### config.mk
export PLATFORM = sky130hd
export DESIGN_NAME = pwm_pair_clk
export DESIGN_NICKNAME = d
export VERILOG_FILES = /design/src/rtl/pwm_pair_pkg.sv /design/src/rtl/pwm_pair_cfg.sv /design/src/rtl/pwm_pow2_div.sv /design/src/rtl/pwm_chan.sv /design/src/rtl/pwm_pair_clk.sv
export SDC_FILE = /design/constraint.sdc
export NUM_CORES = 1
export LEC_CHECK = 0
export ABC_AREA = 1
export BUFFER_PORTS_ARGS = -buffer_cell sky130_fd_sc_hd__clkbuf_2
export CAP_MARGIN = 20
export CORE_ASPECT_RATIO = 1.5
export CORE_MARGIN = 3
export CORE_UTILIZATION = 60
export DETAILED_ROUTE_END_ITERATION = 12
export PLACE_DENSITY = 0.83
export RECOVER_POWER = 100
export SYNTH_ARGS = -nofsm -noshare
export SYNTH_HDL_FRONTEND = slang
export SYNTH_SLANG_ARGS = --single-unit
export TNS_END_PERCENT = 10
### constraint.sdc
create_clock -name clk -period 3.8 [get_ports clk]
set_input_delay 0.57 -clock clk [delete_from_list [all_inputs] [get_ports clk]]
set_output_delay 0.57 -clock clk [all_outputs]
set_load 0.05 [all_outputs]
### src/rtl/pwm_pair_pkg.sv
package pwm_pair_pkg;

    localparam int NCH     = 2;
    localparam int CNT_W   = 16;
    localparam int PRE_W   = 8;
    localparam int DIV_MAX = 8;
    localparam int M_W     = 4;
    localparam int ADDR_W  = 3;
    localparam int DATA_W  = 16;

    typedef enum logic [ADDR_W-1:0] {
        A_SHARED   = 3'd0,
        A_PRESCALE = 3'd1,
        A_PERIOD   = 3'd2,
        A_DUTY     = 3'd3,
        A_ENABLE   = 3'd4,
        A_ERRCLR   = 3'd5
    } addr_e;

    typedef enum logic {
        SRC_OSC = 1'b0,
        SRC_BUS = 1'b1
    } src_e;

    typedef struct packed {
        logic [PRE_W-1:0] k;
        logic [CNT_W-1:0] period;
        logic [CNT_W-1:0] duty;
        logic             en;
    } chan_cfg_t;

    function automatic logic [M_W-1:0] clamp_m(input logic [M_W-1:0] m);
        return (m > M_W'(DIV_MAX)) ? M_W'(DIV_MAX) : m;
    endfunction

endpackage

### src/rtl/pwm_pair_cfg.sv
module pwm_pair_cfg
    import pwm_pair_pkg::*;
#(
    parameter int ADDR_WID = ADDR_W,
    parameter int DATA_WID = DATA_W
) (
    input  logic                    clk,
    input  logic                    rst,
    input  logic                    wr_en,
    input  logic                    wr_ch,
    input  logic [ADDR_WID-1:0]     wr_addr,
    input  logic [DATA_WID-1:0]     wr_data,
    output src_e                    src_o,
    output logic [M_W-1:0]          m_o,
    output chan_cfg_t [NCH-1:0]     cfg_o,
    output logic                    err_o
);

    logic partner_en;
    logic shared_wr;
    logic shared_ok;

    assign partner_en = wr_ch ? cfg_o[0].en : cfg_o[1].en;
    assign shared_wr  = wr_en && (wr_addr == A_SHARED);
    assign shared_ok  = shared_wr && !partner_en;

    always_ff @(posedge clk) begin
        if (rst) begin
            src_o <= SRC_OSC;
            m_o   <= '0;
            err_o <= 1'b0;
            cfg_o <= '0;
        end else begin
            if (shared_ok) begin
                src_o <= src_e'(wr_data[0]);
                m_o   <= clamp_m(wr_data[7:4]);
            end
            if (shared_wr && partner_en) begin
                err_o <= 1'b1;
            end else if (wr_en && wr_addr == A_ERRCLR && wr_data[0]) begin
                err_o <= 1'b0;
            end
            if (wr_en) begin
                case (wr_addr)
                    A_PRESCALE: cfg_o[wr_ch].k      <= wr_data[PRE_W-1:0];
                    A_PERIOD:   cfg_o[wr_ch].period <= wr_data[CNT_W-1:0];
                    A_DUTY:     cfg_o[wr_ch].duty   <= wr_data[CNT_W-1:0];
                    A_ENABLE:   cfg_o[wr_ch].en     <= wr_data[0];
                    default: ;
                endcase
            end
        end
    end

    // a shared write while the partner runs leaves the shared settings alone
    p_lock_reject_r5: assert property (@(posedge clk) disable iff (rst)
        (shared_wr && partner_en) |=> ($stable(src_o) && $stable(m_o) && err_o));

    // an accepted oversized divider value lands on the maximum
    p_clamp_r7: assert property (@(posedge clk) disable iff (rst)
        (shared_ok && wr_data[7:4] > 4'd8) |=> (m_o == 4'd8));

    // the flag only drops on an explicit clear
    p_err_sticky_r6: assert property (@(posedge clk) disable iff (rst)
        (err_o && !(wr_en && wr_addr == A_ERRCLR && wr_data[0])) |=> err_o);

endmodule

### src/rtl/pwm_pow2_div.sv
module pwm_pow2_div
    import pwm_pair_pkg::*;
#(
    parameter int MW   = M_W,
    parameter int DMAX = DIV_MAX
) (
    input  logic          clk,
    input  logic          rst,
    input  logic          osc_tick,
    input  logic          bus_tick,
    input  src_e          src,
    input  logic [MW-1:0] m,
    output logic          div_tick
);

    logic            sel_tick;
    logic [DMAX-1:0] cnt;
    logic [DMAX-1:0] lim;
    logic [MW-1:0]   m_q;
    src_e            src_q;
    logic            changed;

    assign sel_tick = (src == SRC_BUS) ? bus_tick : osc_tick;
    assign lim      = DMAX'(({{DMAX{1'b0}}, 1'b1} << m) - 1'b1);
    assign changed  = (m != m_q) || (src != src_q);
    assign div_tick = sel_tick && (cnt == lim) && !changed;

    always_ff @(posedge clk) begin
        if (rst) begin
            cnt   <= '0;
            m_q   <= '0;
            src_q <= SRC_OSC;
        end else begin
            m_q   <= m;
            src_q <= src;
            if (changed) begin
                cnt <= '0;
            end else if (sel_tick) begin
                cnt <= (cnt == lim) ? '0 : cnt + 1'b1;
            end
        end
    end

    // with M at least 1 two divider ticks never come back to back
    p_div_gap_r2: assert property (@(posedge clk) disable iff (rst)
        (div_tick && m_q != '0) |=> !div_tick);

endmodule

### src/rtl/pwm_chan.sv
module pwm_chan
    import pwm_pair_pkg::*;
#(
    parameter int CW = CNT_W,
    parameter int PW = PRE_W
) (
    input  logic      clk,
    input  logic      rst,
    input  logic      div_tick,
    input  chan_cfg_t cfg,
    output logic      pwm
);

    logic [PW-1:0] pcnt;
    logic [CW-1:0] ccnt;
    logic [CW-1:0] per_act;
    logic [CW-1:0] duty_act;
    logic          ch_tick;
    logic          wrap;
    logic          load;

    assign ch_tick = div_tick && (pcnt == cfg.k);
    assign wrap    = ({1'b0, ccnt} + 1'b1) >= {1'b0, per_act};
    assign load    = !cfg.en || (ch_tick && wrap);
    assign pwm     = cfg.en && (ccnt < duty_act);

    always_ff @(posedge clk) begin
        if (rst) begin
            pcnt     <= '0;
            ccnt     <= '0;
            per_act  <= '0;
            duty_act <= '0;
        end else if (!cfg.en) begin
            pcnt     <= '0;
            ccnt     <= '0;
            per_act  <= cfg.period;
            duty_act <= cfg.duty;
        end else begin
            if (div_tick) begin
                pcnt <= ch_tick ? '0 : pcnt + 1'b1;
            end
            if (ch_tick) begin
                if (wrap) begin
                    ccnt     <= '0;
                    per_act  <= cfg.period;
                    duty_act <= cfg.duty;
                end else begin
                    ccnt <= ccnt + 1'b1;
                end
            end
        end
    end

    // a disabled channel sits with cleared counters
    p_hold_disabled_r9: assert property (@(posedge clk) disable iff (rst)
        !cfg.en |=> (ccnt == '0 && pcnt == '0));

    // the counter stays inside the active period
    p_no_overflow_r4: assert property (@(posedge clk) disable iff (rst)
        (per_act != '0) |-> (ccnt < per_act));

    // active period and duty move only on a load event
    p_reload_at_wrap_r8: assert property (@(posedge clk) disable iff (rst)
        (!$stable(per_act) || !$stable(duty_act)) |-> $past(load));

endmodule

### src/rtl/pwm_pair_clk.sv
module pwm_pair_clk
    import pwm_pair_pkg::*;
(
    input  logic        clk,
    input  logic        rst,
    input  logic        osc_tick,
    input  logic        bus_tick,
    input  logic        wr_en,
    input  logic        wr_ch,
    input  logic [2:0]  wr_addr,
    input  logic [15:0] wr_data,
    output logic [1:0]  pwm_out,
    output logic        src_sel,
    output logic [3:0]  div_m,
    output logic        lock_err
);

    src_e                src;
    logic [M_W-1:0]      m;
    chan_cfg_t [NCH-1:0] cfg;
    logic                div_tick;

    pwm_pair_cfg i_cfg (
        .clk     (clk),
        .rst     (rst),
        .wr_en   (wr_en),
        .wr_ch   (wr_ch),
        .wr_addr (wr_addr),
        .wr_data (wr_data),
        .src_o   (src),
        .m_o     (m),
        .cfg_o   (cfg),
        .err_o   (lock_err)
    );

    pwm_pow2_div i_div (
        .clk      (clk),
        .rst      (rst),
        .osc_tick (osc_tick),
        .bus_tick (bus_tick),
        .src      (src),
        .m        (m),
        .div_tick (div_tick)
    );

    for (genvar c = 0; c < NCH; c++) begin : g_chan
        pwm_chan i_chan (
            .clk      (clk),
            .rst      (rst),
            .div_tick (div_tick),
            .cfg      (cfg[c]),
            .pwm      (pwm_out[c])
        );
    end

    assign src_sel = src;
    assign div_m   = m;

endmodule

Word-level counts from Yosys, hierarchy flattened

Cells that the tools add are included.

Add/subtract/negate cells: 8
$lt $le $gt $ge: 7
Eq/ne operators: 14
Shift-type cells: 1
Muxes and demuxes: 35
Bitwise logic cells: 2
Reduce and logical (&&, ||, !) cells: 24

Operators by type and width:

| kind                                                  | count |
|---|---|
| bitwise mux 82 bit                                    | 4 |
| one-hot mux 82 bit (4 select lines)                   | 1 |
| 2-to-1 mux 16 bit                                     | 14 |
| demux 41 bit (select 1 bit)                           | 4 |
| 2-to-1 mux 41 bit                                     | 1 |
| adder 16 x 1 -> 17 bit (second input constant)        | 2 |
| greater-or-equal comparator 17 x 16 -> 1 bit          | 2 |
| 2-to-1 mux 33 bit                                     | 1 |
| adder 16 x 1 -> 16 bit (second input constant)        | 2 |
| < comparator 16 bit                                   | 2 |
| adder 8 x 1 -> 8 bit (second input constant)          | 3 |
| equality test 8 bit                                   | 3 |
| 2-to-1 mux 8 bit                                      | 3 |
| 2-to-1 mux 17 bit                                     | 1 |
| logical AND 1 bit                                     | 12 |
| != test 2 x 1 -> 1 bit (second input constant)        | 4 |
| << shifter 1 x 4 -> 8 bit (first input constant)      | 1 |
| subtractor 8 x 1 -> 8 bit (second input constant)     | 1 |
| equality test 3 x 2 -> 1 bit (second input constant)  | 2 |
| equality test 3 bit (second input constant)           | 2 |
| AND reduction 2 bit                                   | 3 |
| OR reduction 2 bit                                    | 3 |
| 2-to-1 mux 1 bit                                      | 5 |
| greater-than comparator 4 bit (second input constant) | 1 |
| 12 further kinds                                      | 14 |

Bits in registers: 213
Input port bits: 25
Output and inout port bits: 8
Logic and storage cells: 113

Depth between registers and ports, before layout

Gate-level depths: netlist of the first run.

Depth after elaboration: 8
Depth in mapped cells: 27
Gate-level depth less buffers: 26

By module

Synthesis of the first run repeated with hierarchy kept, for this count alone.

Cell total of the unflattened synthesis: 1955
Area total of the unflattened synthesis: 12849.8 µm²

Modules (own cells, without submodules):

| module                      | instances | cells an instance | area an instance (µm²) | sequential area each (µm²) |
|---|---|---|---|---|
| pwm_pair_cfg                | 1         | 694               | 4234.1                 | 1761.7 |
| pwm_chan (g_chan[0].i_chan) | 1         | 590               | 4011.3                 | 1121.1 |
| pwm_chan (g_chan[1].i_chan) | 1         | 541               | 3694.8                 | 1121.1 |
| pwm_pow2_div                | 1         | 130               | 909.6                  | 260.2 |

Least setup slack after synthesis of the first run

OpenSTA, ideal clock, no wires.

Path kind: flip-flop to flip-flop
Start point: reg g_chan[1].i_chan.ccnt[0]
End point: reg g_chan[1].i_chan.duty_act[4]
Setup time: 0.114 ns
Arrival: 2.977 ns
Required time: 3.686 ns
Setup slack: 0.709 ns
Stages on the path, launching flop included: 27
Buffers on the path: 2
Period minus slack after synthesis: 3.091 ns
Path through: dfxtp_1 -> ha_1 -> nand2_1 -> nor2_1 -> nand3_1 -> nor2_1 -> nand2_1 -> nor2_1 -> nand3_1 -> xor2_1 -> inv_1 -> ha_1 -> nand2_1 -> nor2_1 -> inv_1 -> nor2_1 -> nand2_1 -> nand2_1 -> nor2_1 -> nand2_1 -> nand2_1 -> nand3_1 -> nand2_4 -> buf_6 -> buf_6 -> a21oi_2 -> nor2_1

Cells in the longest elaborated chain, start to end: 4

Ends and longest elaborated chain:

| element                                      | RTL line       | text |
|---|---|---|
| start, declared                              | pwm_chan.sv:15 | `logic [CW-1:0] ccnt;` |
| start signal, assigned                       | pwm_chan.sv:48 | `ccnt <= ccnt + 1'b1;` |
| adder 16 x 1 -> 17 bit                       | pwm_chan.sv:23 | `assign wrap = ({1'b0, ccnt} + 1'b1) >= {1'b0, per_act};` |
| greater-or-equal comparator 17 x 16 -> 1 bit | pwm_chan.sv:23 |  |
| != test 2 x 1 -> 1 bit (no source line)      | n/a            |  |
| AND reduction 2 bit (no source line)         | n/a            |  |
| end signal, assigned                         | pwm_chan.sv:37 | `duty_act <= cfg.duty;` |
| end signal, assigned                         | pwm_chan.sv:46 | `duty_act <= cfg.duty;` |
| end, declared                                | pwm_chan.sv:17 | `logic [CW-1:0] duty_act;` |

No other way between the ends.
A chain may end at the register's enable or synchronous reset.

Final worst setup path of the first run

Start point: reg i_cfg.m_o[1]
End point: reg g_chan[1].i_chan.pcnt[5]

Cells in the longest elaborated chain, start to end: 7
Elaborated cells on any way between the ends: 10
Those cells by class: add/sub (1); eq/ne (2); shift (1); mux (1); reduce/logical (5)

Ends and longest elaborated chain:

| element                   | RTL line           | text |
|---|---|---|
| start, declared           | pwm_pair_cfg.sv:14 | `output logic [M_W-1:0] m_o,` |
| start signal, assigned    | pwm_pair_cfg.sv:36 | `m_o <= clamp_m(wr_data[7:4]);` |
| << shifter 1 x 4 -> 8 bit | pwm_pow2_div.sv:24 | `assign lim = DMAX'(({{DMAX{1'b0}}, 1'b1} << m) - 1'b1);` |
| subtractor 8 x 1 -> 8 bit | pwm_pow2_div.sv:24 |  |
| equality test 8 bit       | pwm_pow2_div.sv:26 | `assign div_tick = sel_tick && (cnt == lim) && !changed;` |
| logical AND 1 bit         | pwm_pow2_div.sv:26 |  |
| logical AND 1 bit *       | pwm_pow2_div.sv:26 |  |
| logical AND 1 bit         | pwm_chan.sv:22     | `assign ch_tick = div_tick && (pcnt == cfg.k);` |
| 2-to-1 mux 8 bit          | pwm_chan.sv:40     | `pcnt <= ch_tick ? '0 : pcnt + 1'b1;` |
| end signal, assigned      | pwm_chan.sv:40     |  |
| end, declared             | pwm_chan.sv:14     | `logic [PW-1:0] pcnt;` |

Mark *: on every way between the ends. The rest lies on a longest branch, timed or not.

==> qor_table.md, run 1 <==
| Group | Parameter | This run |
|---|---|---|
| sta | F_max | 0.295 GHz |
| final layout | Most common library cell in the layout ignoring fill and taps | sky130_fd_sc_hd__nand2_1 |
| yosys | Sequential area share after synthesis | 0.374 |
| yosys | Post-synth EDFFs | 0 |
| placement | Count of input and output buffers | 32 |
| floorplan | Die Area | 20700 um2 |
| floorplan | Ports placed on the boundary | 33 |
| sta | Total setup violations reported at the end of the flow | 0 |
| sta | Worst setup skew after layout | 0.0209 ns |
| sta | Unrepaired setup endpoints after global routing | false |
| global route | Total GRT Usage | 0.269 |
| clock network | Worst-path clk slew | 0.06 ns |
| global route | Global-route wire length before repair | 47000 um |
| yosys | Leading post-synthesis cells by cell area | sky130_fd_sc_hd__dfxtp_1 37%, sky130_fd_sc_hd__nand2_1 10%, sky130_fd_sc_hd__ha_1 7.5% |
| sta | Clock period minus final worst setup slack | 3.39 ns |
| yosys | Mapped Area | 11400 um2 |
| detailed routing | Wire length per cell after detailed routing | 15.3 um |
| final layout | Proportion of layout cells with a drive suffix above 1 | 0.0758 |
| sta | Final period util | 0.892 |
| clock network | Hold buffer count at CTS | 0 |
| final layout | Synthesis-to-finish area growth | 8.31% |
| clock network | Clock tree from TritonCTS | done |
| detailed routing | Post-detailed-route count of antenna-violating nets | 0 |
| setup path | Largest fanout on the critical path | 13 |
| power and ir drop | Tot Pwr | 4900 uW |
| placement | Final HPWL from detailed placement | 20400 um |
| setup path | Data required time at the worst endpoint | 4.20 ns |
| yosys | Flip-flop cell with the highest count after synthesis | sky130_fd_sc_hd__dfxtp_1 |
| detailed routing | Total Wirelength | 28300 um |
| yosys | Syn Nets | 1679 |
| global route | Via count of the first global-routing pass | 9738 |
| detailed routing | Via-per-instance ratio | 5.61 |
| detailed routing | DRC Markers | 0 |
| job | Count of maximum capacitance violations | 2 |
| sta | Final number of hold-violating endpoints | 0 |
| run status | Failing checks | max-capacitance violations, max-slew violations |
| yosys | Number of distinct standard cells referenced by the synthesized netlist | 46 |
| hold path | Hold/Removal Path Class | in2reg |
| power and ir drop | Static Leakage | 0.00517 uW |
| power and ir drop | Total power density per cell area | 397 nW/um2 |
| clock network | H-tree levels | 1 |
| yosys | Warning count from the yosys run | 0 |
| floorplan | Y dimension of the die | 175 um |
| yosys | Post-synthesis sequential element count | 213 |
| detailed routing | Vias after detailed routing | 10400 |
| sta | Max Transition Viols Final | 131 |
| global route | Overall overflow remaining after global route | 0 |
| setup path | Startpoint types | flip-flop |
| setup path | Crit Path Category | reg2reg |
| floorplan | Starting density of the core | 0.613 |
| floorplan | Width of the chip | 119 um |
| clock network | TritonCTS Buffers | 21 |
| yosys | Async set-or-reset flop fraction in the synthesized netlist | 0 |
| final layout | Number of diodes | 0 |
| final layout | Final net count | 1677 |
| yosys | Library cell with the largest summed area after synthesis | sky130_fd_sc_hd__dfxtp_1 |
| setup path | Kind of capture point of the worst setup path | flip-flop |
| final layout | Commonest cells after routing, fill and taps aside | 320 x sky130_fd_sc_hd__nand2_1, 213 x sky130_fd_sc_hd__dfxtp_1, 189 x sky130_fd_sc_hd__inv_1 |
| clock network | Worst-case clock buffer depth | 3 |
| global route | Maximum number of pins on one net before global-route repair | 76 |
| global route | Antenna violations before repair | 0 |
| yosys | Post-Synthesis Mean Instance Area | 7.19 um2 |
| clock network | Clk Tree Root Cell | sky130_fd_sc_hd__clkbuf_16 |
| floorplan | Placeable core region | 18600 um2 |
| run status | Status | finished, violations left |
| detailed routing | Pre-antenna DRT Iters | 7 |
| yosys | Yosys top cell area share | 0.374 |
| yosys | Post-Syn Instances | 1586 |
| clock network | Clock latency reported for the late side of the worst-skew pair | 0.51 ns |
| placement | Final Wtd Congestion | 0.945 |
| sta | Slew at the pin closest to its max-slew limit | 1.59 ns |
| sta | Post-Route Setup TNS | 0 ns |
| clock network | Number of sinks handled by clock tree synthesis | 213 |
| floorplan | Count of standard-cell rows | 61 |
| setup path | Data arrival time of the critical path | 3.79 ns |
| detailed routing | Number of DRC markers in iteration 0 | 748 |
| power and ir drop | Worst vdd rail ir drop | 0.405 mV |
| sta | Worst rel slew slack | -0.0628 |
stage by stage:
stage / hold slack, ns / util / setup slack [ns] / cells / cell area, um2
after floorplan: 0.440 / - / 0.709 / 1586 / 11400
after CTS: 0.393 / 0.666 / 0.159 / 1848 / 12400
final: 0.392 / 0.664 / 0.411 / 1849 / 12400
after detailed placement: 0.453 / 0.628 / 0.175 / 1812 / 11700
after global placement: 0.447 / 0.628 / 0.313 / 1812 / 11700
after global routing: 0.434 / 0.664 / 0.00406 / 1849 / 12400
worst paths after layout:
kind | startpoint | endpoint | slack, ns | cells past startpoint
worst max-delay path | i_cfg.m_o[1] | g_chan[1].i_chan.pcnt[5] | 0.41 | 16
worst max register to register | i_cfg.m_o[1] | g_chan[1].i_chan.pcnt[5] | 0.41 | 16
worst min-delay path | wr_en | i_cfg.err_o | 0.39 | 3
worst min register to register | g_chan[0].i_chan.per_act[2] | g_chan[0].i_chan.per_act[2] | 0.46 | 2
synth_stat cells, types with 9 or more instances:
cell type / count
sky130_fd_sc_hd__nand3_1: 94
sky130_fd_sc_hd__nand2_1: 318
sky130_fd_sc_hd__o21ai_0: 83
sky130_fd_sc_hd__nor3_1: 16
sky130_fd_sc_hd__xnor2_1: 16
sky130_fd_sc_hd__clkbuf_1: 47
sky130_fd_sc_hd__a31oi_1: 17
sky130_fd_sc_hd__a211oi_1: 27
sky130_fd_sc_hd__nand3_2: 14
sky130_fd_sc_hd__dfxtp_1: 213
sky130_fd_sc_hd__xor2_1: 40
sky130_fd_sc_hd__nand4_1: 21
sky130_fd_sc_hd__buf_2: 9
sky130_fd_sc_hd__o2111ai_1: 9
sky130_fd_sc_hd__a21oi_1: 140
sky130_fd_sc_hd__ha_1: 68
sky130_fd_sc_hd__nand2_2: 10
sky130_fd_sc_hd__nor2_1: 158
sky130_fd_sc_hd__inv_1: 188
final cells by class:
cell class                 instances  area [um2]
sequential                       213        4260
clock buffer                      26         574
tap                              252         315
fill                            1650        6260
timing repair buffer              47         265
clock inverter                    10         133
multi-input combinational       1103        6060
inverter                         198         743
logic make-up (layout without fill, tap and decap cells):
kind of cell | count (synthesis) | count (layout) | share of synthesized area
flops | 213 | 213 | 0.374
simple gates | 662 | 662 | 0.255
fa+ha+maj | 68 | 68 | 0.0746
buf+inv | 270 | 281 | 0.0939
xor+xnor | 56 | 56 | 0.0430
compound gates | 317 | 317 | 0.160
power breakdown:
group,internal [uW],total [uW],switching [uW]
Clock,1280,2150,875
Sequential,2260,2280,20.2
Combinational,128,466,337
critical path, cell delays in order, from the launching register on:
cell                      delay (ns)
sky130_fd_sc_hd__dfxtp_1        0.56
sky130_fd_sc_hd__inv_1          0.12
sky130_fd_sc_hd__nand3_1        0.13
sky130_fd_sc_hd__ha_1           0.25
sky130_fd_sc_hd__inv_1          0.06
sky130_fd_sc_hd__a21oi_1        0.23
sky130_fd_sc_hd__nand2_1        0.12
sky130_fd_sc_hd__nand3_1        0.11
sky130_fd_sc_hd__nand2_1        0.08
sky130_fd_sc_hd__nor2_1         0.23
sky130_fd_sc_hd__nand2_1        0.13
sky130_fd_sc_hd__nor2_2         0.27
sky130_fd_sc_hd__nand2_2        0.25
sky130_fd_sc_hd__nand2_1        0.46
sky130_fd_sc_hd__inv_1          0.14
sky130_fd_sc_hd__nand2_1        0.10
sky130_fd_sc_hd__nor2_1         0.04
per-layer routing:
layer | vias to the layer above | track usage | part of all wire
met5 | - | 0 | 0
met4 | 0 | 0.127 | 0.048
met3 | 76 | 0.0259 | 0.048
met2 | 292 | 0.478 | 0.50
met1 | 4796 | 0.325 | 0.40
li1 | 5217 | - | -
timing repair:
action,in CTS,in global routing
gates resized for setup,0,5
setup buffers,0,0
endpoints found under the setup margin,0,39
No activity file was read; power rests on OpenSTA's default activity.
==> run 2, diff against run 1 <==
--- a/config.mk
+++ b/config.mk
@@ -10,10 +10,11 @@
 export CAP_MARGIN = 20
 export CORE_ASPECT_RATIO = 1.5
 export CORE_MARGIN = 3
-export CORE_UTILIZATION = 60
+export CORE_UTILIZATION = 41
+export CTS_CLUSTER_SIZE = 10
 export DETAILED_ROUTE_END_ITERATION = 12
-export PLACE_DENSITY = 0.83
-export RECOVER_POWER = 100
+export PLACE_DENSITY = 0.62
+export RECOVER_POWER = 25
 export SYNTH_ARGS = -nofsm -noshare
 export SYNTH_HDL_FRONTEND = slang
 export SYNTH_SLANG_ARGS = --single-unit
==> qor_table.md, run 2 (synthesized netlist as in run 1, its figures left out) <==
| Group | Parameter | This run |
|---|---|---|
| floorplan | Die Area | 29900 um2 |
| sta | F_max | 0.289 GHz |
| floorplan | Count of standard-cell rows | 74 |
| final layout | Final net count | 1688 |
| floorplan | Placeable core region | 27300 um2 |
| placement | Final Wtd Congestion | 0.862 |
| final layout | Synthesis-to-finish area growth | 9.51% |
| final layout | End-of-flow core utilization | 0.457 |
| final layout | Proportion of layout cells with a drive suffix above 1 | 0.0795 |
| power and ir drop | Static Leakage | 0.00518 uW |
| placement | Count of input and output buffers | 32 |
| global route | Antenna violations before repair | 0 |
| detailed routing | Post-detailed-route count of antenna-violating nets | 0 |
| clock network | H-tree levels | 1 |
| run status | Failing checks | max-capacitance violations, max-slew violations |
| run status | Status | finished, violations left |
| floorplan | Width of the chip | 142 um |
| global route | Via count of the first global-routing pass | 9608 |
| clock network | Clock latency reported for the late side of the worst-skew pair | 0.52 ns |
| setup path | Kind of capture point of the worst setup path | flip-flop |
| sta | Clock period minus final worst setup slack | 3.46 ns |
| power and ir drop | Total power density per cell area | 387 nW/um2 |
| setup path | Startpoint types | flip-flop |
| final layout | Commonest cells after routing, fill and taps aside | 318 x sky130_fd_sc_hd__nand2_1, 212 x sky130_fd_sc_hd__dfxtp_1, 189 x sky130_fd_sc_hd__inv_1 |
| global route | Maximum number of pins on one net before global-route repair | 75 |
| final layout | Most common library cell in the layout ignoring fill and taps | sky130_fd_sc_hd__nand2_1 |
| detailed routing | Wire length per cell after detailed routing | 15.3 um |
| placement | Number of cells after detailed placement | 1909 |
| clock network | Clock tree from TritonCTS | done |
| final layout | Number of diodes | 0 |
| detailed routing | Via-per-instance ratio | 5.23 |
| setup path | Data required time at the worst endpoint | 4.20 ns |
| sta | Total setup violations reported at the end of the flow | 0 |
| floorplan | Starting density of the core | 0.418 |
| detailed routing | Number of DRC markers in iteration 0 | 424 |
| power and ir drop | Worst vdd rail ir drop | 0.290 mV |
| clock network | Number of sinks handled by clock tree synthesis | 213 |
| sta | Max Transition Viols Final | 130 |
| global route | Overall overflow remaining after global route | 0 |
| clock network | Worst-path clk slew | 0.05 ns |
| detailed routing | Pre-antenna DRT Iters | 5 |
| clock network | Hold buffer count at CTS | 0 |
| sta | Minimum hold slack | 0.380 ns |
| final layout | Fill cells | 2802 |
| sta | Final number of hold-violating endpoints | 0 |
| floorplan | Y dimension of the die | 210 um |
| detailed routing | DRC Markers | 0 |
| setup path | Data arrival time of the critical path | 3.86 ns |
| hold path | Hold/Removal Path Class | in2reg |
| placement | Final HPWL from detailed placement | 21700 um |
| setup path | Crit Path Category | reg2reg |
| sta | Slew at the pin closest to its max-slew limit | 1.59 ns |
| job | Count of maximum capacitance violations | 2 |
| clock network | TritonCTS Buffers | 25 |
| placement | Worst slack after detailed placement | 0.231 ns |
| final layout | Final instance count without filler cells | 1939 |
| detailed routing | Total Wirelength | 29700 um |
| global route | Total GRT Usage | 0.197 |
| sta | Unrepaired setup endpoints after global routing | false |
| setup path | Largest fanout on the critical path | 48 |
| sta | Post-route setup slack | 0.337 ns |
| global route | Global-route wire length before repair | 48600 um |
| sta | Worst setup skew after layout | 0.0107 ns |
| sta | Final period util | 0.911 |
| clock network | Clk Tree Root Cell | sky130_fd_sc_hd__clkbuf_16 |
| sta | Worst rel slew slack | -0.0623 |
| floorplan | Ports placed on the boundary | 33 |
| sta | Post-Route Setup TNS | 0 ns |
| detailed routing | Vias after detailed routing | 10100 |
| clock network | Worst-case clock buffer depth | 3 |
-- run 2: worst paths after layout --
kind	end	startpoint	cells past startpoint	slack, ns
max	g_chan[1].i_chan.per_act[1]	g_chan[1].i_chan.ccnt[0]	25	0.34
min	i_cfg.err_o	wr_en	3	0.38
min reg2reg	g_chan[0].i_chan.duty_act[3]	g_chan[0].i_chan.duty_act[3]	2	0.46
max reg2reg	g_chan[1].i_chan.per_act[1]	g_chan[1].i_chan.ccnt[0]	25	0.34
-- run 2: report_power, final --
group,total (uW),leakage (uW),switching [uW],internal [uW]
logic,480,0.00314,345,135
clock network,2070,0.000322,887,1180
registers,2290,0.00172,19.8,2270
total,4830,0.00518,1250,3580
-- run 2: through the flow --
stage | total power (uW) | cell area (um2)
2_1_floorplan | 2670 | 11400
3_3_place_gp | 2810 | 11900
3_5_place_dp | 2820 | 11900
4_1_cts | 4890 | 12500
5_1_grt | 5020 | 12500
6_report | 4830 | 12500
-- run 2: layout make-up --
| class | count | area (um2) | area share |
|---|---|---|---|
| clock inverter | 1 | 5.00 | 0.000401 |
| inverter | 198 | 743 | 0.0595 |
| tap | 342 | 428 | 0.0342 |
| multi-input combinational | 1103 | 6090 | 0.487 |
| sequential | 213 | 4270 | 0.341 |
| timing repair buffer | 54 | 322 | 0.0257 |
| clock buffer | 28 | 647 | 0.0518 |
-- run 2: timing repair --
item | 4_1_cts | 5_1_grt
setup endpoints to repair | 0 | 20
gates resized for setup | 0 | 2
hold endpoints to repair | 0 | 0
buffers inserted | 0 | 0
-- run 2: metal layers --
| metal | part of all wire | global-route usage |
|---|---|---|
| met5 | 0 | 0 |
| met4 | 0.037 | 0.0801 |
| met3 | 0.033 | 0.0209 |
| met2 | 0.50 | 0.349 |
| met1 | 0.43 | 0.240 |
-- run 2: worst max-delay path: stages (launching register included) --
cell                      delay [ns]
sky130_fd_sc_hd__dfxtp_1        0.38
sky130_fd_sc_hd__ha_1           0.20
sky130_fd_sc_hd__nand2_1        0.06
sky130_fd_sc_hd__nor2_1         0.15
sky130_fd_sc_hd__nand3_1        0.17
sky130_fd_sc_hd__nor2_1         0.12
sky130_fd_sc_hd__nand2_1        0.09
sky130_fd_sc_hd__nor2_2         0.17
sky130_fd_sc_hd__nand3_1        0.10
sky130_fd_sc_hd__xor2_1         0.13
sky130_fd_sc_hd__inv_1          0.07
sky130_fd_sc_hd__ha_1           0.29
sky130_fd_sc_hd__nand2_1        0.05
sky130_fd_sc_hd__nor2_1         0.19
sky130_fd_sc_hd__inv_1          0.06
sky130_fd_sc_hd__nor2_1         0.09
sky130_fd_sc_hd__nand2_1        0.05
sky130_fd_sc_hd__nand2_1        0.07
sky130_fd_sc_hd__nor2_1         0.04
sky130_fd_sc_hd__nand2_1        0.05
sky130_fd_sc_hd__nand2_1        0.04
sky130_fd_sc_hd__nand3_1        0.17
sky130_fd_sc_hd__nand2_4        0.10
sky130_fd_sc_hd__buf_12         0.21
sky130_fd_sc_hd__a21oi_1        0.19
sky130_fd_sc_hd__nor2_1         0.07
==> run 3, diff against run 2 <==
--- a/config.mk
+++ b/config.mk
@@ -8,7 +8,6 @@
 export ABC_AREA = 1
 export BUFFER_PORTS_ARGS = -buffer_cell sky130_fd_sc_hd__clkbuf_2
 export CAP_MARGIN = 20
-export CORE_ASPECT_RATIO = 1.5
 export CORE_MARGIN = 3
 export CORE_UTILIZATION = 41
 export CTS_CLUSTER_SIZE = 10
==> qor_table.md, run 3 (synthesized netlist as in run 1, its figures left out) <==
| Group | Parameter | This run |
|---|---|---|
| global route | Overall overflow remaining after global route | 0 |
| final layout | End-of-flow core utilization | 0.461 |
| floorplan | Y dimension of the die | 173 um |
| setup path | Startpoint types | flip-flop |
| detailed routing | Pre-antenna DRT Iters | 5 |
| setup path | Cell class contributing the biggest share of worst-path delay | simple AND/OR/NAND/NOR gates |
| placement | Count of input and output buffers | 32 |
| job | Count of maximum capacitance violations | 1 |
| sta | Final period util | 0.875 |
| clock network | Worst-path clk slew | 0.06 ns |
| final layout | Synthesis-to-finish area growth | 9.88% |
| setup path | CP max stage cell | sky130_fd_sc_hd__nor4_1 |
| floorplan | Placeable core region | 27200 um2 |
| setup path | Largest fanout on the critical path | 48 |
| final layout | Number of diodes | 0 |
| power and ir drop | Worst vdd rail ir drop | 0.329 mV |
| detailed routing | Via-per-instance ratio | 5.13 |
| global route | Antenna violations before repair | 0 |
| sta | Minimum hold slack | 0.395 ns |
| sta | Max Transition Viols Final | 55 |
| detailed routing | Total Wirelength | 29700 um |
| detailed routing | Number of DRC markers in iteration 0 | 812 |
| global route | Via count of the first global-routing pass | 9378 |
| floorplan | Width of the chip | 173 um |
| detailed routing | Vias after detailed routing | 10100 |
| placement | Final Wtd Congestion | 0.897 |
| sta | Final number of hold-violating endpoints | 0 |
| clock network | Post-cts repair resize count | 0 |
| detailed routing | Wire length per cell after detailed routing | 15.1 um |
| clock network | Hold buffer count at CTS | 0 |
| clock network | Clk Tree Root Cell | sky130_fd_sc_hd__clkbuf_16 |
| detailed routing | Post-detailed-route count of antenna-violating nets | 0 |
| detailed routing | DRC Markers | 0 |
| floorplan | Starting density of the core | 0.420 |
| final layout | Commonest cells after routing, fill and taps aside | 318 x sky130_fd_sc_hd__nand2_1, 212 x sky130_fd_sc_hd__dfxtp_1, 189 x sky130_fd_sc_hd__inv_1 |
| floorplan | Ports placed on the boundary | 33 |
| sta | Post-Route Setup TNS | 0 ns |
| sta | Slew at the pin closest to its max-slew limit | 1.60 ns |
| setup path | Buffering stage count on the worst path with inverters included | 3 |
| clock network | TritonCTS Buffers | 25 |
| sta | Unrepaired setup endpoints after global routing | false |
| floorplan | Die Area | 29900 um2 |
| setup path | Kind of capture point of the worst setup path | flip-flop |
| power and ir drop | Static Leakage | 0.00518 uW |
| setup path | Critical-path cell list | ha_1 > nand2_1 > nor2_1 > nand3_1 > nor4_1 > xor2_1 > inv_1 > ha_1 > nand2_1 > inv_1 > nand3_1 > nor2_1 > nand2_1 > nand2_1 > nor2_1 > nand2_1 > nand2_1 > nand3_2 > nand2_4 > buf_12 > nand3_1 > nand2_1 > nor2_1 |
| setup path | Data arrival time of the critical path | 3.72 ns |
| clock network | Number of sinks handled by clock tree synthesis | 213 |
| clock network | Clock tree from TritonCTS | done |
| clock network | Clock latency reported for the late side of the worst-skew pair | 0.52 ns |
| sta | Total setup violations reported at the end of the flow | 0 |
| setup path | Crit Path Category | reg2reg |
| run status | Status | finished, violations left |
| sta | Worst setup skew after layout | 0.0184 ns |
| run status | Failing checks | max-capacitance violations, max-slew violations |
| clock network | Number of setup buffers added after CTS | 0 |
| setup path | Minimum setup slack among reg-to-reg paths | 0.48 ns |
| final layout | Most common library cell in the layout ignoring fill and taps | sky130_fd_sc_hd__nand2_1 |
| hold path | Hold/Removal Path Class | in2reg |
| global route | Global-route wire length before repair | 49100 um |
| final layout | Proportion of layout cells with a drive suffix above 1 | 0.0797 |
| clock network | Worst-case clock buffer depth | 3 |
| sta | Clock period minus final worst setup slack | 3.32 ns |
| sta | F_max | 0.301 GHz |
| global route | Total GRT Usage | 0.195 |
| placement | Final HPWL from detailed placement | 21300 um |
| setup path | Cell repeated most along the worst path | sky130_fd_sc_hd__nand2_1 |
| setup path | Worst path max stage delay | 0.42 ns |
| sta | Worst rel slew slack | -0.0660 |
| global route | Maximum number of pins on one net before global-route repair | 75 |
| final layout | Fill cells | 2762 |
| setup path | Data required time at the worst endpoint | 4.20 ns |
| clock network | H-tree levels | 1 |
| power and ir drop | Total power density per cell area | 388 nW/um2 |
| final layout | Final net count | 1685 |
| floorplan | Count of standard-cell rows | 60 |
[run 3: cell type report]
type | instances | area (um2) | area share
well taps | 372 | 465 | 0.0371
flip-flops and latches | 213 | 4270 | 0.340
inverters | 198 | 743 | 0.0593
repair buffers | 51 | 297 | 0.0237
clock buffers | 29 | 671 | 0.0535
multi-input cells | 1103 | 6100 | 0.486
[run 3: layer usage]
metal / vias to the layer above / part of all wire / global-route usage
met1: 4611 / 0.49 / 0.280
li1: 5225 / - / -
met2: 203 / 0.44 / 0.305
met4: 0 / 0.032 / 0.0635
met5: - / 0 / 0
met3: 47 / 0.040 / 0.0242
[run 3: tightest hold or removal path: cells and delay by family]
kind	cells	cell delay [ns]
AOI/OAI and AO/OA	1	0.06
buffers and inverters	1	0.12
and+or+nand+nor	1	0.10
[run 3: worst paths after layout]
check                               start                      endpoint  cells after the start
max              g_chan[1].i_chan.ccnt[0]   g_chan[1].i_chan.per_act[7]                     23
min                                 wr_en                   i_cfg.err_o                      3
max reg2reg      g_chan[1].i_chan.ccnt[0]   g_chan[1].i_chan.per_act[7]                     23
min reg2reg  g_chan[0].i_chan.per_act[14]  g_chan[0].i_chan.per_act[14]                      2
[run 3: per-stage QoR]
stage	setup slack, ns	cell area, um2	instances	power (uW)
finish	0.475	12500	1966	4870
CTS	0.211	12500	1965	4910
global placement	0.306	11900	1936	2810
global route	0.0483	12500	1966	5060
detailed placement	0.252	11900	1936	2820
floorplan	0.709	11400	1586	2670
[run 3: report_power, final]
part | leakage, uW | internal (uW) | switching [uW]
clock | 0.000331 | 1220 | 880
combinational | 0.00313 | 139 | 348
sequential | 0.00172 | 2270 | 21.3
total | 0.00518 | 3620 | 1250
